==> src/rtl/fir_stim_pkg.sv <==
package fir_stim_pkg;

    typedef enum logic {
        MODE_IMPULSE = 1'b0,
        MODE_SWEEP   = 1'b1
    } stim_mode_e;

    typedef enum logic {
        ST_IDLE = 1'b0,
        ST_RUN  = 1'b1
    } run_state_e;

    // Smallest square period that has both a high and a low half.
    localparam int MIN_PERIOD = 2;

    function automatic int clamp_int(input int v, input int hi);
        return (v > hi) ? hi : v;
    endfunction

endpackage

==> src/rtl/fir_stim_impulse.sv <==
module fir_stim_impulse
    import fir_stim_pkg::*;
#(
    parameter int DATA_W = 16,
    parameter int K_W    = 4,
    parameter int WIN_W  = 16
) (
    input  logic                     clk,
    input  logic                     rst,
    input  logic                     init,
    input  logic                     step,
    input  logic [K_W-1:0]           shift_k,
    input  logic [WIN_W-1:0]         win_len,
    output logic signed [DATA_W-1:0] sample,
    output logic                     last
);
    localparam int K_LIMIT = DATA_W - 2;

    logic [K_W-1:0]     k_q;
    logic [WIN_W-1:0]   win_q;
    logic [WIN_W-1:0]   zero_cnt;
    logic               first;
    logic signed [DATA_W-1:0] unity;
    int                 k_eff;

    always_comb begin
        k_eff  = clamp_int(int'(k_q), K_LIMIT);
        unity  = DATA_W'(1) << k_eff;
        sample = first ? unity : '0;
        last   = first ? (win_q == '0) : (zero_cnt + WIN_W'(1) == win_q);
    end

    always_ff @(posedge clk) begin
        if (rst) begin
            k_q      <= '0;
            win_q    <= '0;
            zero_cnt <= '0;
            first    <= 1'b1;
        end else if (init) begin
            k_q      <= shift_k;
            win_q    <= win_len;
            zero_cnt <= '0;
            first    <= 1'b1;
        end else if (step) begin
            if (first) first <= 1'b0;
            else       zero_cnt <= zero_cnt + WIN_W'(1);
        end
    end

    // the zero counter never passes the programmed window.
    assert_zero_window_R5: assert property (@(posedge clk) disable iff (rst)
        zero_cnt <= win_q);

    // once the unity sample is out, no second one follows within the run.
    assert_single_unity_R5: assert property (@(posedge clk) disable iff (rst)
        (step && !init) |=> (!first || $past(init)) || $past(first && win_q == '0));

endmodule

==> src/rtl/fir_stim_square.sv <==
module fir_stim_square
    import fir_stim_pkg::*;
#(
    parameter int DATA_W = 16,
    parameter int PER_W  = 12,
    parameter int CYC_W  = 8
) (
    input  logic                     clk,
    input  logic                     rst,
    input  logic                     init,
    input  logic                     step,
    input  logic [PER_W-1:0]         per_first,
    input  logic [PER_W-1:0]         per_last,
    input  logic [PER_W-1:0]         per_inc,
    input  logic [CYC_W-1:0]         cycles,
    output logic signed [DATA_W-1:0] sample,
    output logic                     last
);
    localparam logic signed [DATA_W-1:0] LVL_HI = {1'b0, {(DATA_W-1){1'b1}}};
    localparam logic signed [DATA_W-1:0] LVL_LO = {1'b1, {(DATA_W-1){1'b0}}};
    localparam logic [PER_W-1:0]         P_MIN  = PER_W'(MIN_PERIOD);

    logic [PER_W-1:0] last_q, inc_q, per, pos;
    logic [CYC_W-1:0] cyc_q, cyc_cnt;
    logic [PER_W:0]   per_plus1, per_next;
    logic [PER_W-1:0] high_len;
    logic             end_of_cycle, end_of_group, final_period;

    always_comb begin
        per_plus1    = {1'b0, per} + (PER_W+1)'(1);
        high_len     = per_plus1[PER_W:1];
        per_next     = {1'b0, per} + {1'b0, inc_q};
        end_of_cycle = (pos == per - PER_W'(1));
        end_of_group = (cyc_cnt == cyc_q - CYC_W'(1));
        final_period = (inc_q == '0) || (per_next > {1'b0, last_q});
        sample       = (pos < high_len) ? LVL_HI : LVL_LO;
        last         = end_of_cycle && end_of_group && final_period;
    end

    always_ff @(posedge clk) begin
        if (rst) begin
            last_q  <= P_MIN;
            inc_q   <= '0;
            cyc_q   <= CYC_W'(1);
            per     <= P_MIN;
            pos     <= '0;
            cyc_cnt <= '0;
        end else if (init) begin
            last_q  <= per_last;
            inc_q   <= per_inc;
            cyc_q   <= (cycles == '0) ? CYC_W'(1) : cycles;
            per     <= (per_first < P_MIN) ? P_MIN : per_first;
            pos     <= '0;
            cyc_cnt <= '0;
        end else if (step) begin
            if (end_of_cycle) begin
                pos <= '0;
                if (end_of_group) begin
                    cyc_cnt <= '0;
                    if (!final_period) per <= per_next[PER_W-1:0];
                end else begin
                    cyc_cnt <= cyc_cnt + CYC_W'(1);
                end
            end else begin
                pos <= pos + PER_W'(1);
            end
        end
    end

    // the active period never drops below two samples.
    assert_period_floor_R9: assert property (@(posedge clk) disable iff (rst)
        per >= P_MIN);

    // the position inside a square cycle stays below the period.
    assert_pos_bound_R7: assert property (@(posedge clk) disable iff (rst)
        pos < per);

    // after a full group the period grows by exactly the increment.
    assert_period_advance_R8: assert property (@(posedge clk) disable iff (rst)
        (step && !init && end_of_cycle && end_of_group && !final_period)
        |=> per == $past(per) + $past(inc_q));

    // the period is constant within a group.
    assert_period_hold_R8: assert property (@(posedge clk) disable iff (rst)
        (step && !init && !(end_of_cycle && end_of_group)) |=> $stable(per));

endmodule

==> src/rtl/fir_stim_ctrl.sv <==
module fir_stim_ctrl
    import fir_stim_pkg::*;
#(
    parameter int DATA_W = 16
) (
    input  logic                     clk,
    input  logic                     rst,
    input  logic                     start,
    input  logic                     mode,
    input  logic                     sample_en,
    input  logic signed [DATA_W-1:0] imp_sample,
    input  logic                     imp_last,
    input  logic signed [DATA_W-1:0] sq_sample,
    input  logic                     sq_last,
    output logic                     accept,
    output logic                     imp_step,
    output logic                     sq_step,
    output logic signed [DATA_W-1:0] smp_out,
    output logic                     smp_valid,
    output logic                     busy,
    output logic                     done
);
    localparam logic signed [DATA_W-1:0] LVL_HI = {1'b0, {(DATA_W-1){1'b1}}};
    localparam logic signed [DATA_W-1:0] LVL_LO = {1'b1, {(DATA_W-1){1'b0}}};

    run_state_e state;
    stim_mode_e mode_q;
    logic       take;
    logic       cur_last;
    logic signed [DATA_W-1:0] cur_sample;

    always_comb begin
        busy       = (state == ST_RUN);
        accept     = start && (state == ST_IDLE);
        take       = busy && sample_en;
        imp_step   = take && (mode_q == MODE_IMPULSE);
        sq_step    = take && (mode_q == MODE_SWEEP);
        cur_sample = (mode_q == MODE_SWEEP) ? sq_sample : imp_sample;
        cur_last   = (mode_q == MODE_SWEEP) ? sq_last   : imp_last;
    end

    always_ff @(posedge clk) begin
        if (rst) begin
            state     <= ST_IDLE;
            mode_q    <= MODE_IMPULSE;
            smp_out   <= '0;
            smp_valid <= 1'b0;
            done      <= 1'b0;
        end else begin
            smp_valid <= 1'b0;
            if (accept) begin
                state  <= ST_RUN;
                mode_q <= stim_mode_e'(mode);
                done   <= 1'b0;
            end else if (take) begin
                smp_valid <= 1'b1;
                smp_out   <= cur_sample;
                if (cur_last) begin
                    state <= ST_IDLE;
                    done  <= 1'b1;
                end
            end
        end
    end

    // a finished run and a running one never overlap.
    assert_done_excl_R10: assert property (@(posedge clk) disable iff (rst)
        !(done && busy));

    // each valid sample comes from an enabled cycle of a run.
    assert_valid_cause_R3: assert property (@(posedge clk) disable iff (rst)
        smp_valid |-> ($past(sample_en) && $past(busy)));

    // sweep samples are only ever the two extremes.
    assert_sweep_levels_R6: assert property (@(posedge clk) disable iff (rst)
        (smp_valid && mode_q == MODE_SWEEP) |-> (smp_out == LVL_HI || smp_out == LVL_LO));

    // busy rises on the cycle after an accepted start.
    assert_start_busy_R2: assert property (@(posedge clk) disable iff (rst)
        accept |=> busy);

    // done only rises together with a valid sample.
    assert_done_with_last_R10: assert property (@(posedge clk) disable iff (rst)
        $rose(done) |-> smp_valid);

endmodule

==> src/rtl/fir_stim_gen.sv <==
module fir_stim_gen
    import fir_stim_pkg::*;
#(
    parameter int DATA_W = 16,
    parameter int K_W    = 4,
    parameter int PER_W  = 12,
    parameter int CYC_W  = 8,
    parameter int WIN_W  = 16
) (
    input  logic                     clk,
    input  logic                     rst,
    input  logic                     start,
    input  logic                     mode,
    input  logic [K_W-1:0]           shift_k,
    input  logic [PER_W-1:0]         per_first,
    input  logic [PER_W-1:0]         per_last,
    input  logic [PER_W-1:0]         per_inc,
    input  logic [CYC_W-1:0]         cycles,
    input  logic [WIN_W-1:0]         win_len,
    input  logic                     sample_en,
    output logic signed [DATA_W-1:0] smp_out,
    output logic                     smp_valid,
    output logic                     busy,
    output logic                     done
);
    logic accept, imp_step, sq_step, imp_last, sq_last;
    logic signed [DATA_W-1:0] imp_sample, sq_sample;

    fir_stim_ctrl #(.DATA_W(DATA_W)) u_ctrl (
        .clk        (clk),
        .rst        (rst),
        .start      (start),
        .mode       (mode),
        .sample_en  (sample_en),
        .imp_sample (imp_sample),
        .imp_last   (imp_last),
        .sq_sample  (sq_sample),
        .sq_last    (sq_last),
        .accept     (accept),
        .imp_step   (imp_step),
        .sq_step    (sq_step),
        .smp_out    (smp_out),
        .smp_valid  (smp_valid),
        .busy       (busy),
        .done       (done)
    );

    fir_stim_impulse #(.DATA_W(DATA_W), .K_W(K_W), .WIN_W(WIN_W)) u_imp (
        .clk     (clk),
        .rst     (rst),
        .init    (accept),
        .step    (imp_step),
        .shift_k (shift_k),
        .win_len (win_len),
        .sample  (imp_sample),
        .last    (imp_last)
    );

    fir_stim_square #(.DATA_W(DATA_W), .PER_W(PER_W), .CYC_W(CYC_W)) u_sq (
        .clk       (clk),
        .rst       (rst),
        .init      (accept),
        .step      (sq_step),
        .per_first (per_first),
        .per_last  (per_last),
        .per_inc   (per_inc),
        .cycles    (cycles),
        .sample    (sq_sample),
        .last      (sq_last)
    );

endmodule

==> config.mk <==
export PLATFORM = sky130hd
export DESIGN_NAME = fir_stim_gen
export DESIGN_NICKNAME = d
export VERILOG_FILES = /design/src/rtl/fir_stim_pkg.sv /design/src/rtl/fir_stim_impulse.sv /design/src/rtl/fir_stim_square.sv /design/src/rtl/fir_stim_ctrl.sv /design/src/rtl/fir_stim_gen.sv
export SDC_FILE = /design/constraint.sdc
export NUM_CORES = 1
export LEC_CHECK = 0
export BUFFER_PORTS_ARGS = -buffer_cell sky130_fd_sc_hd__buf_2
export CAP_MARGIN = 20
export CORE_ASPECT_RATIO = 1.25
export CORE_MARGIN = 4
export CORE_UTILIZATION = 30
export CTS_CLUSTER_SIZE = 16
export DETAILED_ROUTE_END_ITERATION = 6
export SYNTH_ARGS = -nofsm -noshare
export SYNTH_HDL_FRONTEND = slang
export SYNTH_SLANG_ARGS = --single-unit
==> constraint.sdc <==
create_clock -name clk -period 5.3 [get_ports clk]
set_input_delay 0.265 -clock clk [delete_from_list [all_inputs] [get_ports clk]]
set_output_delay 0.265 -clock clk [all_outputs]
set_load 0.03 [all_outputs]
Yosys cells after proc, flatten, opt, wreduce, memory -nomap -nowiden
Cells that the tools add are included.

Register bits after elaboration: 121. Output and inout port bits: 19. Input bits: 69. Logic and storage cells: 76.

Bitwise operators: 4. Reduce and logical (&&, ||, !) cells: 22. $add $sub $neg: 7. $lt $le $gt $ge: 4. Shift operators: 1. Equality and inequality tests: 4. Multiplexer cells: 19.

Operators with widths (count): $mux 12 (7); $mux 16 (3); $shl 1x32->16 const A (1); $add 16x1->16 const B (1); $eq 16x16->1 (1); $logic_not 16->1 (1); $mux 8 (2); $add 12x1->13 const B (1); $add 12x12->13 (1); $gt 13x12->1 (1); $add 12x1->12 const B (1); $eq 12x12->1 (1); $logic_not 12->1 (1); $lt 12x12->1 (1); $lt 12x2->1 const B (1); $sub 12x1->12 const B (1); $reduce_and 2->1 (5); $reduce_bool 2->1 (5); $add 8x1->8 const B (1); $eq 8x8->1 (1); $logic_not 8->1 (1); $sub 8x1->8 const B (1); $logic_and 1x1->1 (6); $mux 1 (6); 7 further kinds (10).

Longest topological paths before layout
Depth after elaboration: 8. Depth in mapped cells: 17. Mapped depth without buffers: 16.

Modules after synthesis
Synthesis repeated with hierarchy kept, for this count alone.

Cell total of the unflattened synthesis: 912. Area total of the unflattened synthesis: 7903.8 sq um.

Modules (own cells, without submodules): fir_stim_square (seq. area each 1281.2 sq um, cells an instance 569, area each 4800.9 sq um, times used 1); fir_stim_impulse (seq. area each 740.7 sq um, cells an instance 253, area each 2123.3 sq um, times used 1); fir_stim_ctrl (seq. area each 400.4 sq um, cells an instance 90, area each 979.7 sq um, times used 1).

Least setup slack after synthesis
No wires, ideal clock.

Path type: register to register. Start point: register u_sq.per[0]. End point: register u_sq.per[1]. Path buffers: 1. Stages on the path, launching flop included: 17. Period minus slack after synthesis: 3.945 ns. Arrival: 3.810 ns. Setup slack: 1.355 ns. Required time: 5.165 ns. Library setup time: 0.135 ns. Cells stage by stage: dfxtp_1 > ha_1 > fa_1 > a211oi_1 > o21bai_1 > or4_1 > a221oi_1 > xnor2_1 > ha_1 > a21o_1 > a221oi_1 > a22o_1 > o211a_1 > and3_4 > buf_6 > mux2i_1 > a22oi_1.

Longest elaborated chain between the ends: 6. Elaborated cells between the ends (all ways): 13. Classes of those cells: add/sub (2); order compare (1); eq/ne (2); mux (5); reduce/logical (3).

Ends and longest elaborated chain: from (decl) (line fir_stim_square.sv:23) `logic [PER_W-1:0] last_q, inc_q, per, pos;`; from (signal assigned) (line fir_stim_square.sv:52) `per <= (per_first < P_MIN) ? P_MIN : per_first;`; from (signal assigned) (line fir_stim_square.sv:60) `if (!final_period) per <= per_next[PER_W-1:0];`; branches (longest 6 deep; another with $add 12x12->13).

Several ways; the timed one is not identified. The select of a mux whose other input is x is not followed. A chain may end at the register's enable or synchronous reset.

Worst setup path after layout
Start point: register u_sq.per[0]. End point: register u_sq.per[9].

The elaborated chain is that of the path after synthesis.

==> results.toml <==
[outcome]
status = "complete, no violations"

[power_and_ir_drop]
power_density_nw_per_um2 = 315
leakagePower_nw = 3.30
total_power_mw = 2.64
ir_drop_mv = 0.225

[logic_synthesis]
synthSimpleGateAreaFrac = 0.250
synth_xor_area_frac = 0.112
avgSynthCellArea_sq_um = 7.92
synth_top_cell_area_share = 0.339
ys_types = 69
yosysMostFrequentCell = "nand2_1"
ys_ff_latch = 121
synth-compound-area-share = 0.171
synthAdderAreaFrac = 0.0746
yosysWarnings = 0
yosysSeqAreaShare = 0.339
synth_ff_type = "dfxtp_1"
synth_common_cells = "nand2_1 (142), dfxtp_1 (121), a21oi_1 (86), nor2_1 (79), xnor2_1 (50)"
synth_area_leaders = "dfxtp_1 (34%), nand2_1 (7.5%), ha_1 (7.2%)"
synthCells = 902
async_flop_share = 0
syn_area_sq_um = 7150
synth_edf_count = 0
synth_top_family_by_area = "simple AND/OR/NAND/NOR gates"
syn_nets = 1013
synthMuxAreaShare = 0.00700
yosysTopAreaCell = "dfxtp_1"

[drt]
wl_per_cell_um = 15.3
drt-vias-per-instance = 5.18
vias = 6517
drc = 0
first_pass_iters = 5
drtAntennaViolNets = 0
drt_iter0_drc = 364
wl_um = 19300

[floorplanning]
die_area_sq_um = 26400
rows = 62
pin_count = 88
core_area_sq_um = 23200
floorplan.initialDensity = 0.308
die_h_um = 181
die_w_um = 146

[sta]
setup_viol = 0
holdWs_ps = 35.7
slew_viol_final = 0
tns_ps = 0
period_minus_slack_ps = 4580
tightestPinTransition_ps = 1020
hold_viol = 0
fin_crit_sh = 0.863
rsz0062_at_grt = "false"
finClkSkew_ps = 7.36
slew_headroom = 0.323
fmax_ghz = 0.219

[layout]
finalInstanceArea_sq_um = 8390
diodes = 0
drive_above_1_share = 0.145
fin_util = 0.362
nets = 1069
areaGrowthSynthToFinish_pct = 17.5

[global_route]
grt_use_met1 = 0.186
grtUsageMet2 = 0.247
grt_max_degree = 68
antenna_found_initial = 0
grt_first_pass_wirelength_um = 31800
track_usage = 0.147
top_usage_layer = "met2"
met3_usage = 0.0385
overflow = 0
first_global_vias = 6178

[hold_path]
worstHoldStart = "per_last[1]"
holdPathEnd = "u_sq.last_q[1]"
min_delay_path_depth = 2
hold_class = "in2reg"

[setup_path]
worstReg2RegEnd = "u_sq.per[9]"
crit_slowest_cell = "or4_1"
r2r_start = "u_sq.per[0]"
cp.required_ps = 5620
critical_path.cell_chain = "ha_1 > fa_1 > a211oi_1 > o21bai_1 > or4_1 > a221oi_1 > xnor2_1 > ha_1 > a21o_1 > a221oi_1 > a22o_1 > o211a_1 > nand3_1 > o221a_2"
reg2reg_slack_ps = 720
rr_worst_depth = 14
critical_path_buf_inv_count = 0
path_max_fanout = 12
cp.arrival_ps = 4890
slowest_delay_ps = 450
cp_top_family = "compound AO/OA/AOI/OAI gates"
worstSetupEndpointType = "flip-flop"
critPathKind = "reg2reg"
cp-start-kind = "flip-flop"

[placement]
place_hpwl_um = 14300
placed_area_sq_um = 7750
port_buffers = 87
gp_congestion = 0.904

[clocking]
cts_buffers = 17
cts_root_buf = "clkbuf_16"
holdBufCountCts = 0
cts_tree = "done"
clk_path_buf_depth = 2
insertion_delay_ps = 430
cts.clk_slew.worst_paths_ps = 60
ctsResizeCount = 0
cts.sinks = 121
postCtsSetupRepairBufs = 0
cts_max_level = 4

[job]
cap_viol_max_count = 0
-- layout by cell type, fill, tap and decap left out, drive strengths merged, types with 26 or more instances in the layout --
| cell type | instances |
|---|---|
| nor2 | 80 |
| nand3 | 36 |
| xnor2 | 50 |
| inv | 31 |
| nand4 | 26 |
| nand2 | 142 |
| buf | 91 |
| ha | 41 |
| dfxtp | 121 |
| xor2 | 41 |
| a21oi | 86 |
-- stage by stage --
stage / std cells / worst slack, ps
6_report: 1259 / 724
5_1_grt: 1259 / 415
4_1_cts: 1258 / 812
3_5_place_dp: 1226 / 833
3_3_place_gp: 1226 / 889
2_1_floorplan: 902 / 1350
-- where the power goes --
part	switching (mW)	total [mW]	internal, mW	leakage, nW
logic	0.234	0.398	0.164	2.00
clock network	0.480	1.24	0.764	0.304
registers	0.0501	1.00	0.950	0.988
total	0.765	2.64	1.88	3.30
-- sequential cells by signal (all words and copies together) (netlist names) --
name	flops
u_imp.k_q	4
u_sq.cyc_q	8
u_sq.cyc_cnt	8
u_imp.zero_cnt	16
u_ctrl.mode_q	1
u_ctrl.smp_valid	1
u_sq.per	12
u_sq.pos	12
u_ctrl.busy	1
u_imp.first	1
u_imp.win_q	16
u_sq.inc_q	12
u_sq.last_q	12
u_ctrl.smp_out	16
u_ctrl.done	1
-- final cells by class --
cell class | count | area [sq um]
inverter | 26 | 97.6
tap | 288 | 360
clock inverter | 14 | 188
clock buffer | 18 | 439
sequential | 121 | 2420
multi-input combinational | 700 | 4410
fill | 2413 | 14800
timing repair buffer | 92 | 479
-- layer usage --
metal	vias up	wire length (um)
met3	23	983
met1	3035	8860
met2	158	9120
li1	3301	-
met5	-	0
met4	0	308
-- how the worst max path moves through the flow --
| stage | from | cells after the start | slack [ps] | endpoint |
|---|---|---|---|---|
| 3_5_place_dp | u_sq.per[0] | 14 | 830 | u_sq.per[9] |
| 4_1_cts | u_sq.per[0] | 14 | 810 | u_sq.per[9] |
| 3_3_place_gp | u_sq.per[0] | 14 | 890 | u_sq.per[8] |
| 5_1_grt | u_sq.per[0] | 15 | 420 | u_sq.per[10] |
| 6_report | u_sq.per[0] | 14 | 720 | u_sq.per[9] |
| 2_1_floorplan | u_sq.per[0] | 16 | 1350 | u_sq.per[1] |
-- kinds of logic (layout without fill, tap and decap cells) --
family,count (synthesis),after routing
xor gates and xnor gates,91,91
AOI/OAI and AO/OA,189,189
DFF,121,121
adders and majority gates,42,42
muxes,5,5
buffers and inverters,81,150
and+or+nand+nor,373,373
-- worst register-to-register path: cells and delay by family, from the launching register on --
family	cells	cell delay, ps
AOI/OAI and AO/OA	8	2040
xor gates and xnor gates	1	220
adders and majority gates	3	1010
DFF	1	390
and+or+nand+nor	2	810
No activity file was read; power rests on OpenSTA's default activity.
